## src/rtl/irt_pkg.sv

```systemverilog
package irt_pkg;
  localparam int unsigned REG_W   = 32;
  localparam int unsigned VEC_W   = 8;
  localparam int unsigned ADDR_W  = 8;
  localparam int unsigned IDX_W   = 8;
  localparam int unsigned BE_W    = REG_W / 8;

  localparam logic [ADDR_W-1:0] OFS_SEL = 8'h00;
  localparam logic [ADDR_W-1:0] OFS_WIN = 8'h10;
  localparam logic [ADDR_W-1:0] OFS_ACK = 8'h40;

  localparam logic [IDX_W-1:0]  TBL_BASE = 8'h10;

  localparam int unsigned BIT_INSVC = 14;
  localparam int unsigned BIT_MASK  = 16;

  localparam logic [REG_W-1:0] INSVC_MSK = REG_W'(1) << BIT_INSVC;
endpackage

```

## src/rtl/irt_regif.sv

```systemverilog
module irt_regif
  import irt_pkg::*;
#(
  parameter int unsigned N_ENT = 8
) (
  input  logic                        clk_i,
  input  logic                        rst_ni,
  input  logic                        req_i,
  input  logic                        we_i,
  input  logic [ADDR_W-1:0]           addr_i,
  input  logic [BE_W-1:0]             be_i,
  input  logic [REG_W-1:0]            wdata_i,
  input  logic [N_ENT-1:0][REG_W-1:0] lo_words_i,
  input  logic [N_ENT-1:0][REG_W-1:0] hi_words_i,
  output logic [REG_W-1:0]            rdata_o,
  output logic [N_ENT-1:0]            wr_lo_o,
  output logic [N_ENT-1:0]            wr_hi_o,
  output logic                        ack_stb_o,
  output logic [VEC_W-1:0]            ack_vec_o
);
  localparam int unsigned TBL_WORDS = 2 * N_ENT;

  logic [IDX_W-1:0] sel_q;
  logic [IDX_W-1:0] rel_idx;
  logic             in_tbl;
  logic             wr_acc, rd_acc, win_wr;

  assign wr_acc  = req_i & we_i;
  assign rd_acc  = req_i & ~we_i;
  assign win_wr  = wr_acc & (addr_i == OFS_WIN) & (be_i == {BE_W{1'b1}});
  assign rel_idx = sel_q - TBL_BASE;
  assign in_tbl  = (sel_q >= TBL_BASE) && (32'(rel_idx) < TBL_WORDS);

  always_ff @(posedge clk_i or negedge rst_ni) begin
    if (!rst_ni)                                   sel_q <= '0;
    else if (wr_acc && addr_i == OFS_SEL && be_i[0]) sel_q <= wdata_i[IDX_W-1:0];
  end

  for (genvar n = 0; n < N_ENT; n++) begin : g_dec
    assign wr_lo_o[n] = win_wr & in_tbl & (32'(rel_idx) == 2*n);
    assign wr_hi_o[n] = win_wr & in_tbl & (32'(rel_idx) == 2*n + 1);
  end

  assign ack_stb_o = wr_acc & (addr_i == OFS_ACK);
  assign ack_vec_o = wdata_i[VEC_W-1:0];

  logic [REG_W-1:0] win_rd;
  always_comb begin
    win_rd = '0;
    for (int n = 0; n < N_ENT; n++) begin
      if (in_tbl && 32'(rel_idx) == 2*n)     win_rd = lo_words_i[n];
      if (in_tbl && 32'(rel_idx) == 2*n + 1) win_rd = hi_words_i[n];
    end
  end

  always_comb begin
    rdata_o = '0;
    if (rd_acc) begin
      unique case (addr_i)
        OFS_SEL: rdata_o = {{(REG_W-IDX_W){1'b0}}, sel_q};
        OFS_WIN: rdata_o = win_rd;
        default: rdata_o = '0;
      endcase
    end
  end

  p_partial_ignored_r3: assert property (@(posedge clk_i) disable iff (!rst_ni)
    (wr_acc && addr_i == OFS_WIN && be_i != {BE_W{1'b1}}) |-> (wr_lo_o == '0 && wr_hi_o == '0));

  p_single_word_r2: assert property (@(posedge clk_i) disable iff (!rst_ni)
    $onehot0({wr_lo_o, wr_hi_o}));
endmodule

```

## src/rtl/irt_entry.sv

```systemverilog
module irt_entry
  import irt_pkg::*;
(
  input  logic             clk_i,
  input  logic             rst_ni,
  input  logic             wr_lo_i,
  input  logic             wr_hi_i,
  input  logic [REG_W-1:0] wdata_i,
  input  logic             ack_stb_i,
  input  logic [VEC_W-1:0] ack_vec_i,
  input  logic             irq_i,
  input  logic             fire_i,
  output logic [REG_W-1:0] lo_word_o,
  output logic [REG_W-1:0] hi_word_o,
  output logic [VEC_W-1:0] vector_o,
  output logic             req_o
);
  logic [REG_W-1:0] lo_q, hi_q;
  logic             insvc_q;
  logic             ack_hit;

  always_ff @(posedge clk_i or negedge rst_ni) begin
    if (!rst_ni) begin
      lo_q <= '0;
      hi_q <= '0;
    end else begin
      if (wr_lo_i) lo_q <= wdata_i & ~INSVC_MSK;
      if (wr_hi_i) hi_q <= wdata_i;
    end
  end

  assign ack_hit = ack_stb_i && (ack_vec_i == lo_q[VEC_W-1:0]);

  // handshake wins over a same-cycle acknowledge
  always_ff @(posedge clk_i or negedge rst_ni) begin
    if (!rst_ni)      insvc_q <= 1'b0;
    else if (fire_i)  insvc_q <= 1'b1;
    else if (ack_hit) insvc_q <= 1'b0;
  end

  assign lo_word_o = lo_q | (insvc_q ? INSVC_MSK : '0);
  assign hi_word_o = hi_q;
  assign vector_o  = lo_q[VEC_W-1:0];
  assign req_o     = irq_i & ~lo_q[BIT_MASK] & ~insvc_q;

  p_fire_sets_r6: assert property (@(posedge clk_i) disable iff (!rst_ni)
    fire_i |=> insvc_q);

  p_set_only_on_fire_r6: assert property (@(posedge clk_i) disable iff (!rst_ni)
    $rose(insvc_q) |-> $past(fire_i));

  p_ack_clears_r8: assert property (@(posedge clk_i) disable iff (!rst_ni)
    (ack_hit && !fire_i) |=> !insvc_q);

  p_fire_legal_r5: assert property (@(posedge clk_i) disable iff (!rst_ni)
    fire_i |-> (irq_i && !lo_q[BIT_MASK] && !insvc_q));

  p_store_stable_r4: assert property (@(posedge clk_i) disable iff (!rst_ni)
    (!wr_lo_i && !wr_hi_i) |=> ($stable(lo_q) && $stable(hi_q)));
endmodule

```

## src/rtl/irt_arb.sv

```systemverilog
module irt_arb #(
  parameter int unsigned N_ENT = 8,
  parameter int unsigned ENT_W = $clog2(N_ENT)
) (
  input  logic             clk_i,
  input  logic             rst_ni,
  input  logic [N_ENT-1:0] pend_i,
  input  logic             ready_i,
  output logic             valid_o,
  output logic [ENT_W-1:0] idx_o,
  output logic [N_ENT-1:0] fire_o
);
  logic found;

  always_comb begin
    found = 1'b0;
    idx_o = '0;
    for (int n = 0; n < N_ENT; n++) begin
      if (pend_i[n] && !found) begin
        found = 1'b1;
        idx_o = ENT_W'(n);
      end
    end
  end

  assign valid_o = found;

  for (genvar n = 0; n < N_ENT; n++) begin : g_fire
    assign fire_o[n] = valid_o & ready_i & (idx_o == ENT_W'(n));
  end

  p_lowest_first_r7: assert property (@(posedge clk_i) disable iff (!rst_ni)
    valid_o |-> (pend_i[idx_o] && $countones(pend_i & ~({N_ENT{1'b1}} << idx_o)) == 0));

  p_one_grant_r5: assert property (@(posedge clk_i) disable iff (!rst_ni)
    $onehot0(fire_o));
endmodule

```

## src/rtl/irq_route_table.sv

```systemverilog
module irq_route_table
  import irt_pkg::*;
#(
  parameter int unsigned N_ENT = 8,
  parameter int unsigned ENT_W = $clog2(N_ENT)
) (
  input  logic              clk_i,
  input  logic              rst_ni,
  input  logic              bus_req_i,
  input  logic              bus_we_i,
  input  logic [7:0]        bus_addr_i,
  input  logic [3:0]        bus_be_i,
  input  logic [31:0]       bus_wdata_i,
  output logic [31:0]       bus_rdata_o,
  input  logic [N_ENT-1:0]  irq_i,
  output logic              msg_valid_o,
  input  logic              msg_ready_i,
  output logic [ENT_W-1:0]  msg_entry_o,
  output logic [7:0]        msg_vector_o
);
  logic [N_ENT-1:0][REG_W-1:0] lo_words, hi_words;
  logic [N_ENT-1:0][VEC_W-1:0] vectors;
  logic [N_ENT-1:0]            wr_lo, wr_hi, pend, fire;
  logic                        ack_stb;
  logic [VEC_W-1:0]            ack_vec;

  irt_regif #(.N_ENT(N_ENT)) u_regif (
    .clk_i      (clk_i),
    .rst_ni     (rst_ni),
    .req_i      (bus_req_i),
    .we_i       (bus_we_i),
    .addr_i     (bus_addr_i),
    .be_i       (bus_be_i),
    .wdata_i    (bus_wdata_i),
    .lo_words_i (lo_words),
    .hi_words_i (hi_words),
    .rdata_o    (bus_rdata_o),
    .wr_lo_o    (wr_lo),
    .wr_hi_o    (wr_hi),
    .ack_stb_o  (ack_stb),
    .ack_vec_o  (ack_vec)
  );

  for (genvar n = 0; n < N_ENT; n++) begin : g_ent
    irt_entry u_ent (
      .clk_i     (clk_i),
      .rst_ni    (rst_ni),
      .wr_lo_i   (wr_lo[n]),
      .wr_hi_i   (wr_hi[n]),
      .wdata_i   (bus_wdata_i),
      .ack_stb_i (ack_stb),
      .ack_vec_i (ack_vec),
      .irq_i     (irq_i[n]),
      .fire_i    (fire[n]),
      .lo_word_o (lo_words[n]),
      .hi_word_o (hi_words[n]),
      .vector_o  (vectors[n]),
      .req_o     (pend[n])
    );
  end

  irt_arb #(.N_ENT(N_ENT), .ENT_W(ENT_W)) u_arb (
    .clk_i   (clk_i),
    .rst_ni  (rst_ni),
    .pend_i  (pend),
    .ready_i (msg_ready_i),
    .valid_o (msg_valid_o),
    .idx_o   (msg_entry_o),
    .fire_o  (fire)
  );

  assign msg_vector_o = vectors[msg_entry_o];

  p_masked_silent_r12: assert property (@(posedge clk_i) disable iff (!rst_ni)
    msg_valid_o |-> !lo_words[msg_entry_o][BIT_MASK]);

  p_reset_idle_r1: assert property (@(posedge clk_i) disable iff (!rst_ni)
    $rose(rst_ni) |-> !msg_valid_o || irq_i != '0);
endmodule

```

## config.mk

```make
export PLATFORM = sky130hd
export DESIGN_NAME = irq_route_table
export DESIGN_NICKNAME = d
export VERILOG_FILES = /design/src/rtl/irt_pkg.sv /design/src/rtl/irt_regif.sv /design/src/rtl/irt_entry.sv /design/src/rtl/irt_arb.sv /design/src/rtl/irq_route_table.sv
export SDC_FILE = /design/constraint.sdc
export NUM_CORES = 1
export LEC_CHECK = 0
export BUFFER_PORTS_ARGS = -buffer_cell sky130_fd_sc_hd__buf_2
export CAP_MARGIN = 40
export CORE_MARGIN = 2
export CORE_UTILIZATION = 55
export CTS_BUF_LIST = sky130_fd_sc_hd__clkbuf_16
export DETAILED_ROUTE_END_ITERATION = 10
export PLACE_DENSITY = 0.75
export SETUP_SLACK_MARGIN = 0.05
export SLEW_MARGIN = 40
export SYNTH_ARGS = -nofsm -noshare
export SYNTH_HDL_FRONTEND = slang
export SYNTH_HIERARCHICAL = 1
export SYNTH_SLANG_ARGS = --single-unit
```

## constraint.sdc

```tcl
create_clock -name clk_i -period 3.5 [get_ports clk_i]
set_input_delay 0.7 -clock clk_i [delete_from_list [all_inputs] [get_ports clk_i]]
set_output_delay 0.7 -clock clk_i [all_outputs]
set_load 0.01 [all_outputs]
```

Word-level counts from Yosys, hierarchy flattened
Cells that the tools add are included.
{ "word_totals": {"register_bits": 520, "latch_bits": 0, "ramBits": 0, "romBits": 0, "input_bits": 57, "output_inout_bits": 44, "word_cells": 245, "n_memories": 0} }
{ "classes": {"addsub": 1, "mul": 0, "n_div": 0, "n_lt_le_gt_ge": 3, "eq_ne": 33, "n_shift": 0, "mux": 59, "bitwise": 72, "reduce_logical": 52} }
{ "op_table": {"columns": ["operator", "count"], "rows": [
  ["$mux 32", 17],
  ["$or 32x32->32", 8],
  ["$mux 15", 8],
  ["$eq 8x4->1 const B", 8],
  ["$eq 8x8->1", 8],
  ["$pmux 32 s2", 1],
  ["$and 1x1->1", 47],
  ["$logic_and 1x1->1", 34],
  ["$eq 8x3->1 const B", 4],
  ["$mux 1", 25],
  ["$bmux 8 s3", 1],
  ["$not 1->1", 17],
  ["$eq 8x2->1 const B", 2],
  ["$logic_not 8->1", 2],
  ["$reduce_bool 2->1", 8],
  ["$eq 3x3->1 const B", 4],
  ["$mux 3", 4],
  ["$eq 8x1->1 const B", 1],
  ["$eq 8x5->1 const B", 1],
  ["$eq 8x7->1 const B", 1],
  ["$ge 8x5->1 const B", 1],
  ["$lt 8x5->1 const B", 1],
  ["$mux 8", 1],
  ["$sub 8x5->8 const B", 1],
  ["other kinds (7)", 15]
]} }

Depth between registers and ports, before layout
{ "depth": {"depth_word": 28, "depth_mapped": 10, "depth_no_buf": 6} }

By module
The synthesis kept the hierarchy.
{ "by_module_without_submodules": {"columns": ["mod", "n_inst", "cells_per_inst", "area_each_um2", "seq_area_each_um2"], "rows": [
  ["irt_entry", 8, 157, 2698.8, 1601.5],
  ["irt_regif", 1, 884, 5798.1, 200.2],
  ["irq_route_table", 1, 29, 550.5, 0.0],
  ["irt_arb", 1, 29, 173.9, 0.0]
]} }

Least setup slack after synthesis
OpenSTA, ideal clock, no wires.
{ "synth_timing": {"kind": "input to output", "start": "input port irq_i[1]", "end": "output port msg_vector_o[1]", "arrival_ps": 3216, "required_ps": 2800, "setup_slack_ps": -416, "stages": 8, "n_path_buf": 2, "cell_sequence": "nor3b_1 -> or4_1 -> nand2b_1 -> o311ai_1 -> buf_6 -> buf_12 -> mux4_1 -> mux2_2"} }
{ "synth_via": {"elab_chain_cells": 24, "elab_cells_between_ends": 30, "cone_classes": "mux (15); bitwise (2); reduce/logical (13)"} }
{ "synth_lines": {"columns": ["item", "line", "source"], "rows": [
  ["start, declared", "irq_route_table.sv:15", "input logic [N_ENT-1:0] irq_i,"],
  ["$and 1x1->1 (*) (2 in series)", "irt_entry.sv:44", "assign req_o = irq_i & ~lo_q[BIT_MASK] & ~insvc_q;"],
  ["$logic_and 1x1->1 (*)", "irt_arb.sv:19", "if (pend_i[n] && !found) begin"],
  ["$mux 1", "irt_arb.sv:19", null],
  ["$logic_not 1->1", "irt_arb.sv:19", null],
  ["$logic_and 1x1->1", "irt_arb.sv:19", null],
  ["$mux 1", "irt_arb.sv:19", null],
  ["$logic_not 1->1", "irt_arb.sv:19", null],
  ["$logic_and 1x1->1", "irt_arb.sv:19", null],
  ["[8 not listed]", null, null],
  ["$logic_and 1x1->1", "irt_arb.sv:19", null],
  ["$mux 1", "irt_arb.sv:19", null],
  ["$logic_not 1->1", "irt_arb.sv:19", null],
  ["$logic_and 1x1->1", "irt_arb.sv:19", null],
  ["$mux 3 (*)", "irt_arb.sv:19", null],
  ["net msg_entry_o[0]", "irq_route_table.sv:18", "output logic [ENT_W-1:0] msg_entry_o,"],
  ["$bmux 8 s3 (*)", "irq_route_table.sv:72", "assign msg_vector_o = vectors[msg_entry_o];"],
  ["$mux 8 (implied by the code) (*)", "irq_route_table.sv:72", null],
  ["end, declared", "irq_route_table.sv:19", "output logic [7:0] msg_vector_o"]
]} }
Mark *: on every way through the listed nets, which the timed path passes. The rest lies on a longest branch. The select of a mux whose other input is x is not followed.

Worst setup path after layout
{ "layout_timing": {"start": "register u_regif.sel_q[5]", "end": "output port bus_rdata_o[0]"} }
{ "layout_via": {"elab_chain_cells": 22, "elab_cells_between_ends": 54, "cone_classes": "add/sub (1); order compare (2); eq/ne (15); mux (18); reduce/logical (18)"} }
{ "layout_lines": {"columns": ["item", "line", "source"], "rows": [
  ["start, declared", "irt_regif.sv:23", "logic [IDX_W-1:0] sel_q;"],
  ["start signal, assigned", "irt_regif.sv:36", "else if (wr_acc && addr_i == OFS_SEL && be_i[0]) sel_q <= wdata_i[IDX_W-1:0];"],
  ["$sub 8x5->8", "irt_regif.sv:31", "assign rel_idx = sel_q - TBL_BASE;"],
  ["$lt 8x5->1", "irt_regif.sv:32", "assign in_tbl = (sel_q >= TBL_BASE) && (32'(rel_idx) < TBL_WORDS);"],
  ["$logic_and 1x1->1", "irt_regif.sv:32", null],
  ["$logic_and 1x1->1", "irt_regif.sv:51", "if (in_tbl && 32'(rel_idx) == 2*n) win_rd = lo_words_i[n];"],
  ["$mux 32", "irt_regif.sv:51", null],
  ["$mux 32", "irt_regif.sv:52", "if (in_tbl && 32'(rel_idx) == 2*n + 1) win_rd = hi_words_i[n];"],
  ["$mux 32", "irt_regif.sv:51", null],
  ["$mux 32", "irt_regif.sv:52", null],
  ["[6 not listed]", null, null],
  ["$mux 32", "irt_regif.sv:51", null],
  ["$mux 32", "irt_regif.sv:52", null],
  ["$mux 32", "irt_regif.sv:51", null],
  ["$mux 32", "irt_regif.sv:52", null],
  ["$mux 32", "irt_regif.sv:51", null],
  ["$mux 32 (*)", "irt_regif.sv:52", null],
  ["$pmux 32 s2 (*)", "irt_regif.sv:59", "unique case (addr_i)"],
  ["$mux 32 (*)", "irt_regif.sv:58", "if (rd_acc) begin"],
  ["end, declared", "irq_route_table.sv:14", "output logic [31:0] bus_rdata_o,"]
]} }
Every way passes the cells marked *; elsewhere a longest branch is shown, timed or not.

==> flow_summary.yaml <==
placed_design:
  numPortBuffers: 100
  hpwl_um: 60300
  pre_cts_ws_ns: -0.451
  placed_cells: 2933
  place_congestion: 0.992
  placed_cell_area_sq_um: 30000
synthesis:
  netlist_area_sq_um: 28100
  synthCells: 2198
  synth_flop_cell: "dfrtp_1"
  synth_largest_type_area_fraction_pct: 46.3
  synthArstFlopShare_pct: 100
  yosysTopAreaCell: "dfrtp_1"
  synthDistinctLibCells: 74
  syn_nets: 2255
  ys_warn_count: 6
  synthesis.area_per_instance_sq_um: 12.8
  synth-edff-count: 0
  yosysSeqAreaShare_pct: 46.3
  ys_ff_latch: 520
  yosys-top-cells-area: "dfrtp_1 (46%), mux2_4 (13%), mux2_2 (12%)"
pwr:
  power_density_nw_per_um2: 394
  p_total_mw: 13.3
  p_leak_nw: 15.4
  max-vdd-ir-drop_uv: 359
critical_path:
  cp.required_ns: 2.80
  arrival_ns: 3.33
  worstSetupPathType: "register to output pin"
  crit_path_end_kind: "output pin"
  crit_path_start_kind: "register"
  critical_path.max_fanout: 6
  reg2reg_slack_ns: 0.11
drt:
  via_per_inst: 6.72
  antenna_left: 0
  routed_wl_um: 96800
  vias: 21002
  drt_iter0_drc: 2710
  wl_per_cell_um: 31.0
  drc_errors: 0
  drt_first_pass_iters: 6
clock_network:
  clk_pin_slew_ns: 0.07
  cts_buffer_depth: 3
  cts_sinks: 520
  insertion_delay_ns: 0.66
  cts-root-buf: "clkbuf_16"
  cts_tree: "done"
  cts_buffers: 55
  htree_levels: 2
sta:
  worst_pin_slew_ns: 0.711
  setup_viol: 40
  fin_worst_skew_ns: 0.0262
  slew_headroom_pct: 52.4
  fin_setup_tns_ns: -16.17
  final_max_slew_viol_count: 0
  fmax_mhz: 248
  holdWs_ns: 0.491
  finalHoldViolCount: 0
  min_period_ns: 4.03
  rsz0062_at_grt: "yes"
  period_share_pct: 115
  layout_setup_ws_ns: -0.531
global_routing:
  grt_pass1_vias: 21458
  grt_use_total_pct: 35.7
  grt_start_max_net_pins: 81
  grt_overflow: 0
  grt_pass1_wl_um: 141000
  grt_antenna_before_repair: 0
die:
  die_area_sq_um: 52900
  core_sq_um: 50300
  top_level_ports: 101
  die_h_um: 230
  start_util_pct: 55.9
  row_count: 82
  die_w_um: 230
final_layout:
  post-route-util_pct: 67.3
  stdcell_count: 3125
  synthToLayoutAreaGrowth_pct: 20.4
  fillerInstances: 3425
  fin_area_sq_um: 33800
  drive_gt1_share_pct: 49.7
  nets: 2465
job:
  drv_cap: 0
outcome:
  violations: "negative setup slack"
  outcome: "complete, but fails checks"
min_path:
  hold_class: "primary input to register"
## cells by family after synthesis
kind of cell    count (synthesis)  share of synthesized area, %
compound gates                381                          8.73
xor+xnor                       64                          1.99
buf+inv                       247                          6.79
flops                         520                          46.3
mux                           632                          30.1
simple gates                  354                          6.11
## Yosys cell counts (9+ instances only)
master    count
mux2_4      240
inv_1        11
buf_6        26
mux2_2      300
xor2_1       64
a221oi_1     19
nor3b_1      18
clkbuf_1     49
o21ai_0     105
buf_4        89
a31oi_1      27
dfrtp_1     520
nor3_1       35
mux4_1       15
buf_1         9
nor4_1       11
a22oi_1      19
o211ai_1      9
nand2b_1     13
o32ai_1       9
o221ai_1     15
o22ai_1      22
nor2b_1      13
buf_12       25
buf_2        37
nand2_1      96
nand3_1      16
mux4_2       25
a21oi_1      84
nor2_1      107
mux2i_1      52
a32oi_1       9
## registers in the layout (all words and copies together), names as in the netlist
register               cells
g_ent.u_ent/insvc_q        8
g_ent.u_ent/hi_word_o    256
g_ent.u_ent/lo_q         248
u_regif/sel_q              8
## area by class of cell
class / instances / area, sq um / area share, %
multi-input combinational: 1431 / 14000 / 41.5
tap: 672 / 841 / 2.48
clock inverter: 45 / 417 / 1.23
timing repair buffer: 388 / 4070 / 12.0
antenna: 1 / 2.50 / 0.00739
inverter: 12 / 45.0 / 0.133
sequential: 520 / 13000 / 38.5
clock buffer: 56 / 1400 / 4.14
## routing by layer
| layer | vias up | track usage [%] | routed length [um] |
|---|---|---|---|
| li1 | 8421 | - | - |
| met1 | 10687 | 48.2 | 37100 |
| met2 | 1487 | 54.0 | 42900 |
| met3 | 407 | 8.00 | 10500 |
| met4 | 0 | 18.6 | 6320 |
| met5 | - | 0 | 0 |
## power breakdown
group | internal, mW | total, mW | switching (mW)
Clock | 3.36 | 5.98 | 2.62
Combinational | 0.535 | 1.26 | 0.724
Sequential | 6.05 | 6.10 | 0.0566
## critical path, cell delays in order, from the launching register on
cell      delay, ns
dfrtp_1        0.39
or4b_4         0.61
buf_12         0.18
buf_6          0.12
nor3b_4        0.19
nand4_1        0.12
a211o_1        0.29
a222oi_1       0.36
o21a_1         0.26
buf_2          0.16
## cells in the final DEF (no fill, tap or decap), types with 14 or more instances in the layout
cell,synthesis,final
dfrtp_1,520,516
mux2_2,300,292
mux2_4,240,248
buf_4,89,164
nor2_1,107,86
o21ai_0,105,82
buf_2,37,81
nand2_1,96,78
a21oi_1,84,69
xor2_1,64,64
buf_12,25,64
clkbuf_16,0,59
buf_6,26,56
mux2i_1,52,52
mux4_2,25,40
nor3_1,35,28
a31oi_1,27,21
inv_1,11,17
o22ai_1,22,17
nor2_4,1,17
nor3b_1,18,16
o21ai_1,1,15
a21oi_2,0,14
## final timing paths
check,startpoint,to,cells after the start
setup / recovery,u_regif/sel_q[5],bus_rdata_o[0],9
hold / removal,msg_ready_i,g_ent[1].u_ent/insvc_q,5
setup reg to reg,u_regif/sel_q[5],g_ent[2].u_ent/hi_word_o[7],9
hold reg to reg,g_ent[1].u_ent/hi_word_o[25],g_ent[1].u_ent/hi_word_o[25],1
max in group asynchronous,rst_ni,g_ent[1].u_ent/hi_word_o[17],4
min in group asynchronous,rst_ni,g_ent[6].u_ent/lo_q[30],2
## what timing repair did
item                                    in CTS  in global routing
hold endpoints to repair                     0                 24
pin swaps                                   52                 51
buffers inserted                            58                 26
hold buffers                                 0                  1
gates cloned                                 7                  3
gates resized for setup                    201                 93
endpoints found under the setup margin      40                152
Power figures use the tool's default switching activity.
